$ cat src/rtl/lag_pkg.sv
package lag_pkg;

    localparam int MODE_W       = 32;
    localparam int CODE_W       = 2;
    localparam int WIN_W        = 3;
    localparam int NUM_SIDES    = 2;
    localparam int SRC_EN_BIT   = 10;
    localparam int DST_EN_BIT   = 11;
    localparam int SRC_CODE_LSB = 14;
    localparam int DST_CODE_LSB = 16;

    typedef enum logic {
        SIDE_SRC = 1'b0,
        SIDE_DST = 1'b1
    } side_e;

    typedef struct packed {
        logic              hold;
        logic [CODE_W-1:0] code;
    } side_mode_t;

    function automatic side_mode_t pick_side(input logic [MODE_W-1:0] mw,
                                             input side_e side);
        side_mode_t r;
        if (side == SIDE_SRC) begin
            r.hold = mw[SRC_EN_BIT];
            r.code = mw[SRC_CODE_LSB +: CODE_W];
        end else begin
            r.hold = mw[DST_EN_BIT];
            r.code = mw[DST_CODE_LSB +: CODE_W];
        end
        return r;
    endfunction

    function automatic logic [WIN_W-1:0] win_mask(input logic [CODE_W-1:0] code);
        logic [WIN_W:0] one_hot;
        one_hot = (WIN_W+1)'(1) << code;
        return WIN_W'(one_hot - 1'b1);
    endfunction

endpackage

$ cat src/rtl/lag_mode_decode.sv
module lag_mode_decode
    import lag_pkg::*;
(
    input  logic [MODE_W-1:0]                mode_word,
    output side_mode_t [NUM_SIDES-1:0]       cfg
);

    for (genvar g = 0; g < NUM_SIDES; g++) begin : g_side
        localparam side_e SIDE = (g == 0) ? SIDE_SRC : SIDE_DST;
        always_comb cfg[g] = pick_side(mode_word, SIDE);
    end

endmodule

$ cat src/rtl/lag_side.sv
module lag_side
    import lag_pkg::*;
#(
    parameter int ADDR_W = 32
) (
    input  logic              clk,
    input  logic              rst,
    input  logic              start,
    input  logic              advance,
    input  logic [ADDR_W-1:0] base_in,
    input  side_mode_t        cfg_in,
    output logic [ADDR_W-1:0] addr
);

    logic [ADDR_W-1:0] base_q;
    logic [ADDR_W-1:0] off_q;
    logic [ADDR_W-1:0] off_inc;
    logic [ADDR_W-1:0] off_nxt;
    side_mode_t        cfg_q;

    always_comb begin
        off_inc = off_q + 1'b1;
        if (cfg_q.hold)
            off_nxt = off_inc & ADDR_W'(win_mask(cfg_q.code));
        else
            off_nxt = off_inc;
    end

    always_ff @(posedge clk) begin
        if (rst) begin
            base_q <= '0;
            off_q  <= '0;
            cfg_q  <= '0;
        end else if (start) begin
            base_q <= base_in;
            off_q  <= '0;
            cfg_q  <= cfg_in;
        end else if (advance) begin
            off_q  <= off_nxt;
        end
    end

    assign addr = base_q + off_q;

endmodule

$ cat src/rtl/lag_top.sv
module lag_top
    import lag_pkg::*;
#(
    parameter int ADDR_W = 32
) (
    input  logic              clk,
    input  logic              rst,
    input  logic              start,
    input  logic              advance,
    input  logic [ADDR_W-1:0] src_base,
    input  logic [ADDR_W-1:0] dst_base,
    input  logic [31:0]       mode_word,
    output logic [ADDR_W-1:0] src_addr,
    output logic [ADDR_W-1:0] dst_addr
);

    side_mode_t [NUM_SIDES-1:0]              cfg;
    logic       [NUM_SIDES-1:0][ADDR_W-1:0]  base_v;
    logic       [NUM_SIDES-1:0][ADDR_W-1:0]  addr_v;

    lag_mode_decode u_decode (
        .mode_word (mode_word),
        .cfg       (cfg)
    );

    assign base_v[SIDE_SRC] = src_base;
    assign base_v[SIDE_DST] = dst_base;

    for (genvar g = 0; g < NUM_SIDES; g++) begin : g_side
        lag_side #(.ADDR_W(ADDR_W)) u_side (
            .clk     (clk),
            .rst     (rst),
            .start   (start),
            .advance (advance),
            .base_in (base_v[g]),
            .cfg_in  (cfg[g]),
            .addr    (addr_v[g])
        );
    end

    assign src_addr = addr_v[SIDE_SRC];
    assign dst_addr = addr_v[SIDE_DST];

endmodule

$ cat config.mk
export PLATFORM = sky130hd
export DESIGN_NAME = lag_top
export DESIGN_NICKNAME = d
export VERILOG_FILES = /design/src/rtl/lag_pkg.sv /design/src/rtl/lag_mode_decode.sv /design/src/rtl/lag_side.sv /design/src/rtl/lag_top.sv
export SDC_FILE = /design/constraint.sdc
export NUM_CORES = 1
export LEC_CHECK = 0
export BUFFER_PORTS_ARGS = -buffer_cell sky130_fd_sc_hd__buf_4
export CAP_MARGIN = 20
export CORE_MARGIN = 4
export CORE_UTILIZATION = 57
export DETAILED_ROUTE_END_ITERATION = 8
export GPL_TIMING_DRIVEN = 0
export PLACE_DENSITY = 0.8
export SYNTH_ARGS = -nofsm -noshare
export SYNTH_HDL_FRONTEND = slang
export SYNTH_HIERARCHICAL = 1
export SYNTH_SLANG_ARGS = --single-unit
$ cat constraint.sdc
create_clock -name clk -period 3.8 [get_ports clk]
set_clock_uncertainty 0.2 [all_clocks]
set_input_delay 0.19 -clock clk [delete_from_list [all_inputs] [get_ports clk]]
set_output_delay 0.19 -clock clk [all_outputs]
set_load 0.1 [all_outputs]
==> flow_summary.toml, run 1 <==
[worst_setup_path]
worst-path-max-fanout = 6
startpoint = "g_side[0].u_side/off_q[0]"
worst_ep_required_time_ns = 3.41
timing.rr.end = "g_side[0].u_side/off_q[26]"
ff2ff_path_depth = 8
cp.buffers_inverters = 1
critical_path_cell_count = 10
startpoint_of_the_worst_slack_reg_to_reg_timing_path = "g_side[0].u_side/off_q[1]"
worstPathCellList = "ha_1 -> fa_1 -> a21oi_2 -> o211ai_2 -> a221oi_4 -> a31o_4 -> o31ai_2 -> a21oi_1 -> xnor2_1 -> buf_6"
r2r_setup_slk_ns = 1.42
crit_end = "src_addr[20]"
critical_path_class = "reg -> out"
critical_path.slowest_cell = "sky130_fd_sc_hd__fa_1"
setup.worst_path.start_class = "flop"
cp_data_arrival_time_ns = 3.31
slowest_delay_ns = 0.45
critPathCaptureType = "output pin"
top_delay_family_on_crit_path = "compound AO/OA/AOI/OAI gates"

[drt]
route.detailed.drc = 0
routed_wire_length_mm = 25.1
routedWlPerCell_um = 16.9
drt-pass1-iter-count = 5
num_vias = 8568
ant_nets = 0
vias_per_cell = 5.79
drt_iter0_drc = 648

[grt]
grt_first_pass_wirelength_mm = 40.9
globalRouteTotalUtil_pct = 28.1
via_count_of_the_first_global_routing_pass = 8490
antenna_violations_before_repair = 0
grt_remaining_overflow = 0
maximum_number_of_pins_on_one_net_before_global_route_repair = 17

[clock_tree]
tritoncts = "done"
cts_max_level = 4
cts_inserted_buffers = 17
clk-insertion-delay-late_ns = 0.42
clock_sinks = 134
clkTransAtPathRegs_ns = 0.05
cts-root-to-sink-buffers = 2
cts_root_buffer = "sky130_fd_sc_hd__clkbuf_16"

[job]
cap_violations = 0

[logic_synthesis]
ys_seq_area_share_pct = 30.5
mappedNetlistArea_um2 = 8800
yosys.area.top_type_share_pct = 30.5
yosys.area.top_type = "sky130_fd_sc_hd__dfxtp_1"
ys_async_sr_fraction_pct = 0
ys_warn_count = 6
synth_seq_cells = 134
ys_types = 74
top_post_synthesis_cells_by_area = "sky130_fd_sc_hd__dfxtp_1 (30%), sky130_fd_sc_hd__ha_1 (9.1%), sky130_fd_sc_hd__mux2i_1 (8.0%)"
synthesized_area_per_cell_um2 = 8.33
synth_edf_count = 0
mappedNetlistNets = 1223
synth_cells = 1057
synth_top_flop_cell = "sky130_fd_sc_hd__dfxtp_1"

[power_and_ir_drop]
sequentialPowerShare_pct = 38.1
leakagePower_nw = 5.23
power.density_nw_per_um2 = 341
intPower_w = 0.00272
switching_share_pct = 30.2
switching_power_w = 0.00118
power.share.clock_pct = 41.7
pwr-share-comb_pct = 20.2
worst_supply_voltage_drop_on_vdd_mv = 0.325

[final_layout]
layout.nets = 1445
multi_input_comb_area_um2 = 5880
final_cells = 1479
post-route-util_pct = 75.5
fillers = 1062
antenna_diode_count = 0
areaGrowthSynthToFinish_pct = 29.9
final_layout_size_suffix_gt1_share_pct = 17.2
seqCellArea_um2 = 2680

[timing]
final_period_minus_worst_setup_slack_ns = 3.70
timing.final.max_slew_violations = 0
report.final.hold_viol_count = 0
tightestPinTransition_ns = 0.895
max_freq_mhz = 270
setup_viol = 0
min_period_over_period_pct = 97.5
timing.max_slew.rel_slack_pct = 40.3
totalNegativeSetupSlack_ns = 0

[placement]
gp_congestion = 0.930
post-place-cells = 1376
buffer_ports.inserted = 131
place.detailed.hpwl_mm = 17.4

[die]
fp.dieArea_um2 = 17500
fp.coreArea_um2 = 15100
die_h_um = 132
rows = 45
initial_core_utilization_pct = 58.1
fp.dieW_um = 132
design.portCount = 164

[hold_path]
worst_hold_path_stage_count = 4
worstHoldPathType = "in -> reg"

[status]
outcome = "finished clean"
[state kept, by name, indices dropped and copies added (netlist names)]
register              flops
g_side.u_side/base_q     64
g_side.u_side/off_q      64
g_side.u_side/cfg_q       6
[per-layer routing]
metal	track usage, %	wire (um)
met5	0	0
met4	8.03	624
met3	6.30	1580
met2	48.7	12000
met1	35.0	10900
[area by class of cell]
type | instances | share of cell area [%]
tap | 188 | 2.06
multi-input combinational | 849 | 51.4
buffer | 49 | 2.01
timing repair buffer | 203 | 15.2
clock buffer | 23 | 4.18
clock inverter | 8 | 0.865
sequential | 134 | 23.5
inverter | 25 | 0.821
[worst min-delay path by stage]
stage                            start                     endpoint  slack (ns)
after global placement    src_base[29]  g_side[0].u_side/base_q[29]        0.22
after CTS                      advance    g_side[0].u_side/off_q[3]     0.00008
after detailed placement  dst_base[20]  g_side[1].u_side/base_q[20]        0.23
final                          advance    g_side[1].u_side/off_q[4]        0.02
after floorplan            src_base[1]   g_side[0].u_side/base_q[1]        0.14
after global routing           advance    g_side[0].u_side/off_q[3]        0.04
[cell families after synthesis]
family	count (synthesis)	synth area share [%]
DFF	134	30.5
adders and majority gates	66	9.55
muxes	73	8.35
and+or+nand+nor	371	19.8
AOI/OAI and AO/OA	240	18.3
xor gates and xnor gates	99	9.85
buffers and inverters	74	3.68
[synth_stat cells (6+ instances only)]
cell and number:
sky130_fd_sc_hd__nor3_1 15, sky130_fd_sc_hd__dfxtp_1 134, sky130_fd_sc_hd__o211ai_1 7, sky130_fd_sc_hd__buf_4 7
sky130_fd_sc_hd__a21oi_1 80, sky130_fd_sc_hd__clkbuf_1 24, sky130_fd_sc_hd__or3_1 16, sky130_fd_sc_hd__a21o_1 24
sky130_fd_sc_hd__nand3_1 29, sky130_fd_sc_hd__o21a_1 9, sky130_fd_sc_hd__nand4_1 20, sky130_fd_sc_hd__xor2_1 51
sky130_fd_sc_hd__nand2_1 76, sky130_fd_sc_hd__a211oi_1 10, sky130_fd_sc_hd__a31oi_1 6, sky130_fd_sc_hd__buf_1 7
sky130_fd_sc_hd__o21ai_0 44, sky130_fd_sc_hd__buf_2 10, sky130_fd_sc_hd__mux2i_1 70, sky130_fd_sc_hd__xnor2_1 48
sky130_fd_sc_hd__inv_1 25, sky130_fd_sc_hd__and3_1 14, sky130_fd_sc_hd__nor2_1 168, sky130_fd_sc_hd__ha_1 64
sky130_fd_sc_hd__o21bai_1 10
[power groups by stage]
stage / sequential [W] / combinational (W) / clock [W]
after floorplan: 0.00150 / 0.000532 / 0
final: 0.00149 / 0.000788 / 0.00163
after global routing: 0.00149 / 0.000827 / 0.00170
after global placement: 0.00151 / 0.000698 / 0
after detailed placement: 0.00151 / 0.000707 / 0
after CTS: 0.00148 / 0.000769 / 0.00164
[timing repair]
item	in CTS	in global routing
hold buffers	70	0
endpoints found under the setup margin	6	8
pin swaps	0	5
hold endpoints to repair	70	0
gates resized for setup	2	14
buffers inserted	0	2
[worst register-to-register path, delay by kind of cell (launching register included)]
family | cells | cell delay [ns]
fa+ha+maj | 1 | 0.24
compound gates | 1 | 0.15
buf+inv | 1 | 0.13
simple gates | 5 | 1.14
flops | 1 | 0.44
[placed cells by master, fill, tap and decap left out, types with 4 or more instances in the layout]
cell type and instances:
sky130_fd_sc_hd__o31ai_1 4, sky130_fd_sc_hd__inv_1 25, sky130_fd_sc_hd__o21ai_0 44, sky130_fd_sc_hd__nor3_1 15, sky130_fd_sc_hd__dlygate4sd3_1 70, sky130_fd_sc_hd__a211o_1 4, sky130_fd_sc_hd__or3_1 16, sky130_fd_sc_hd__o21bai_1 10
sky130_fd_sc_hd__nand3_1 29, sky130_fd_sc_hd__dfxtp_1 134, sky130_fd_sc_hd__nor2_1 168, sky130_fd_sc_hd__buf_2 10, sky130_fd_sc_hd__clkbuf_1 27, sky130_fd_sc_hd__o21ai_1 4, sky130_fd_sc_hd__buf_6 6, sky130_fd_sc_hd__nor3_2 4
sky130_fd_sc_hd__and3_1 14, sky130_fd_sc_hd__nor2b_1 4, sky130_fd_sc_hd__a211oi_1 10, sky130_fd_sc_hd__a31oi_1 5, sky130_fd_sc_hd__a21oi_1 77, sky130_fd_sc_hd__nand2b_1 4, sky130_fd_sc_hd__a21o_1 24, sky130_fd_sc_hd__a21oi_2 5
sky130_fd_sc_hd__ha_1 64, sky130_fd_sc_hd__xnor2_1 46, sky130_fd_sc_hd__mux2i_1 70, sky130_fd_sc_hd__nand4_1 20, sky130_fd_sc_hd__xor2_2 4, sky130_fd_sc_hd__o21a_1 9, sky130_fd_sc_hd__o211ai_1 7, sky130_fd_sc_hd__xor2_1 47
sky130_fd_sc_hd__nand2_1 76, sky130_fd_sc_hd__clkbuf_16 17, sky130_fd_sc_hd__buf_4 133, sky130_fd_sc_hd__buf_1 7
[through the flow]
stage / hold WS (ns) / setup WS (ns) / cell area (um^2) / total power (W)
floorplan: 0.137 / -0.496 / 8850 / 0.00203
global placement: 0.223 / 0.358 / 10100 / 0.00221
detailed placement: 0.231 / 0.355 / 10100 / 0.00222
CTS: 0.0000830 / 0.00636 / 11400 / 0.00390
global route: 0.0389 / -0.0688 / 11400 / 0.00402
finish: 0.0179 / 0.0958 / 11400 / 0.00390
Note: power is estimated with default switching activity, not from simulation.
==> inputs of run 2 (changes only) <==
--- a/config.mk
+++ b/config.mk
@@ -11,6 +11,7 @@
 export CORE_UTILIZATION = 57
 export DETAILED_ROUTE_END_ITERATION = 8
 export GPL_TIMING_DRIVEN = 0
+export HOLD_SLACK_MARGIN = 0.15
 export PLACE_DENSITY = 0.8
 export SYNTH_ARGS = -nofsm -noshare
 export SYNTH_HDL_FRONTEND = slang
==> run 2 against run 1 <==
Compared with the run above:
- sequential share of layout area down 0.44 points
- non-clock buffer count up 22
- via count up 3.2%
- register-to-register slack worse by 0.03 ns
- worst setup slack worse by 0.010 ns
- critical endpoint unchanged
- largest power group unchanged
==> flow_summary.toml, run 2 (synthesis results as in run 1) <==
[clock_tree]
tritoncts = "done"
clkTransAtPathRegs_ns = 0.06
cts_root_buffer = "sky130_fd_sc_hd__clkbuf_16"
cts_inserted_buffers = 17
clock_sinks = 134
clk-insertion-delay-late_ns = 0.42
cts-root-to-sink-buffers = 2
cts_max_level = 4

[final_layout]
areaGrowthSynthToFinish_pct = 32.4
layout.nets = 1467
largest_registers = "g_side.u_side/base_q x64, g_side.u_side/off_q x64, g_side.u_side/cfg_q x6"
multi_input_comb_area_um2 = 5890
mostFrequentLayoutCells = "sky130_fd_sc_hd__nor2_1 (168), sky130_fd_sc_hd__buf_4 (135), sky130_fd_sc_hd__dfxtp_1 (134), sky130_fd_sc_hd__dlygate4sd3_1 (91), sky130_fd_sc_hd__a21oi_1 (77)"
seqCellArea_um2 = 2680
layout.cells.most_common = "sky130_fd_sc_hd__nor2_1"
final_area_um2 = 11700
fillers = 1011
antenna_diode_count = 0
final_layout_size_suffix_gt1_share_pct = 17.1

[worst_setup_path]
ff2ff_path_depth = 8
setup.worst_path.start_class = "flop"
critPathCaptureType = "output pin"
critical_path_class = "reg -> out"
worst_ep_required_time_ns = 3.41
cp_data_arrival_time_ns = 3.32
worst-path-max-fanout = 6

[die]
fp.dieW_um = 132
fp.dieArea_um2 = 17500
die_h_um = 132
rows = 45
initial_core_utilization_pct = 58.1
design.portCount = 164
fp.coreArea_um2 = 15100

[timing]
final_period_minus_worst_setup_slack_ns = 3.71
min_period_over_period_pct = 97.7
setup_viol = 0
layout_setup_ws_ns = 0.0855
max_freq_mhz = 269
report.final.hold_viol_count = 0
timing.final.max_slew_violations = 0
tightestPinTransition_ns = 0.903
hold-worst-slack_ns = 0.179
totalNegativeSetupSlack_ns = 0
timing.max_slew.rel_slack_pct = 39.8

[power_and_ir_drop]
leakagePower_nw = 5.36
design_power_total_w = 0.00392
power.density_nw_per_um2 = 336
worst_supply_voltage_drop_on_vdd_mv = 0.326

[drt]
routedWlPerCell_um = 17.2
routed_wire_length_mm = 25.8
vias_per_cell = 5.89
num_vias = 8840
drt-pass1-iter-count = 7
route.detailed.drc = 0
ant_nets = 0
drt_iter0_drc = 660

[job]
cap_violations = 0

[grt]
antenna_violations_before_repair = 0
grt_first_pass_wirelength_mm = 41.8
maximum_number_of_pins_on_one_net_before_global_route_repair = 17
grt_remaining_overflow = 0
via_count_of_the_first_global_routing_pass = 8743
globalRouteTotalUtil_pct = 28.6

[placement]
dp_worst_setup_slack_ns = 0.355
gp_congestion = 0.930
place.detailed.hpwl_mm = 17.4
dpl-instance-area_um2 = 10100
buffer_ports.inserted = 131

[hold_path]
worstHoldPathType = "in -> reg"
worst_hold_path_stage_count = 3

[status]
outcome = "finished clean"
[run 2: cell count changes in the layout (fill, tap and decap cells not counted)]
cell                            change
sky130_fd_sc_hd__dlygate4sd3_1     +21
sky130_fd_sc_hd__buf_4              +2
sky130_fd_sc_hd__buf_6              -1
sky130_fd_sc_hd__a2111oi_2          +1
sky130_fd_sc_hd__a2111oi_1          -1
[run 2: area by class of cell]
type	count	area share, %
clock buffer	23	4.10
buffer	49	1.98
inverter	25	0.805
multi-input combinational	849	50.5
timing repair buffer	225	16.7
tap	188	2.02
sequential	134	23.0
clock inverter	8	0.848
[run 2: metal layers]
metal  global-route usage [%]  wire length [um]
met1                     35.0             10800
met2                     49.9             12400
met3                     6.68              1720
met4                     9.18               794
met5                        0                 0
[run 2: power breakdown]
part,switching [W],internal (W),leakage [nW]
sequential,0.0000339,0.00145,1.09
combinational,0.000534,0.000274,3.99
clock,0.000616,0.00101,0.279
[run 2: through the flow]
stage | util, % | cells
after global routing | 76.9 | 1501
after detailed placement | 66.5 | 1376
after global placement | 66.5 | 1376
final | 76.9 | 1501
after floorplan | - | 1057
after CTS | 76.4 | 1498
[run 2: worst paths after layout]
kind,start,to,slack (ns)
setup / recovery,g_side[0].u_side/off_q[0],src_addr[20],0.09
setup reg to reg,g_side[0].u_side/off_q[1],g_side[0].u_side/off_q[26],1.39
hold reg to reg,g_side[0].u_side/base_q[17],g_side[0].u_side/base_q[17],0.30
hold / removal,rst,g_side[1].u_side/cfg_q[2],0.18
[run 2: repair_timing]
action / CTS / global route
gates resized for setup: 2 / 14
hold buffers: 91 / 0
hold endpoints to repair: 81 / 0
pin swaps: 0 / 5
setup endpoints to repair: 6 / 10
buffers inserted: 0 / 3
[run 2: critical path, stage by stage (launching register included)]
cell	delay (ns)
sky130_fd_sc_hd__dfxtp_1	0.38
sky130_fd_sc_hd__ha_1	0.27
sky130_fd_sc_hd__fa_1	0.44
sky130_fd_sc_hd__a21oi_2	0.25
sky130_fd_sc_hd__o211ai_2	0.13
sky130_fd_sc_hd__a221oi_4	0.38
sky130_fd_sc_hd__a31o_4	0.27
sky130_fd_sc_hd__o31ai_2	0.11
sky130_fd_sc_hd__a21oi_1	0.22
sky130_fd_sc_hd__xnor2_1	0.19
sky130_fd_sc_hd__buf_6	0.27
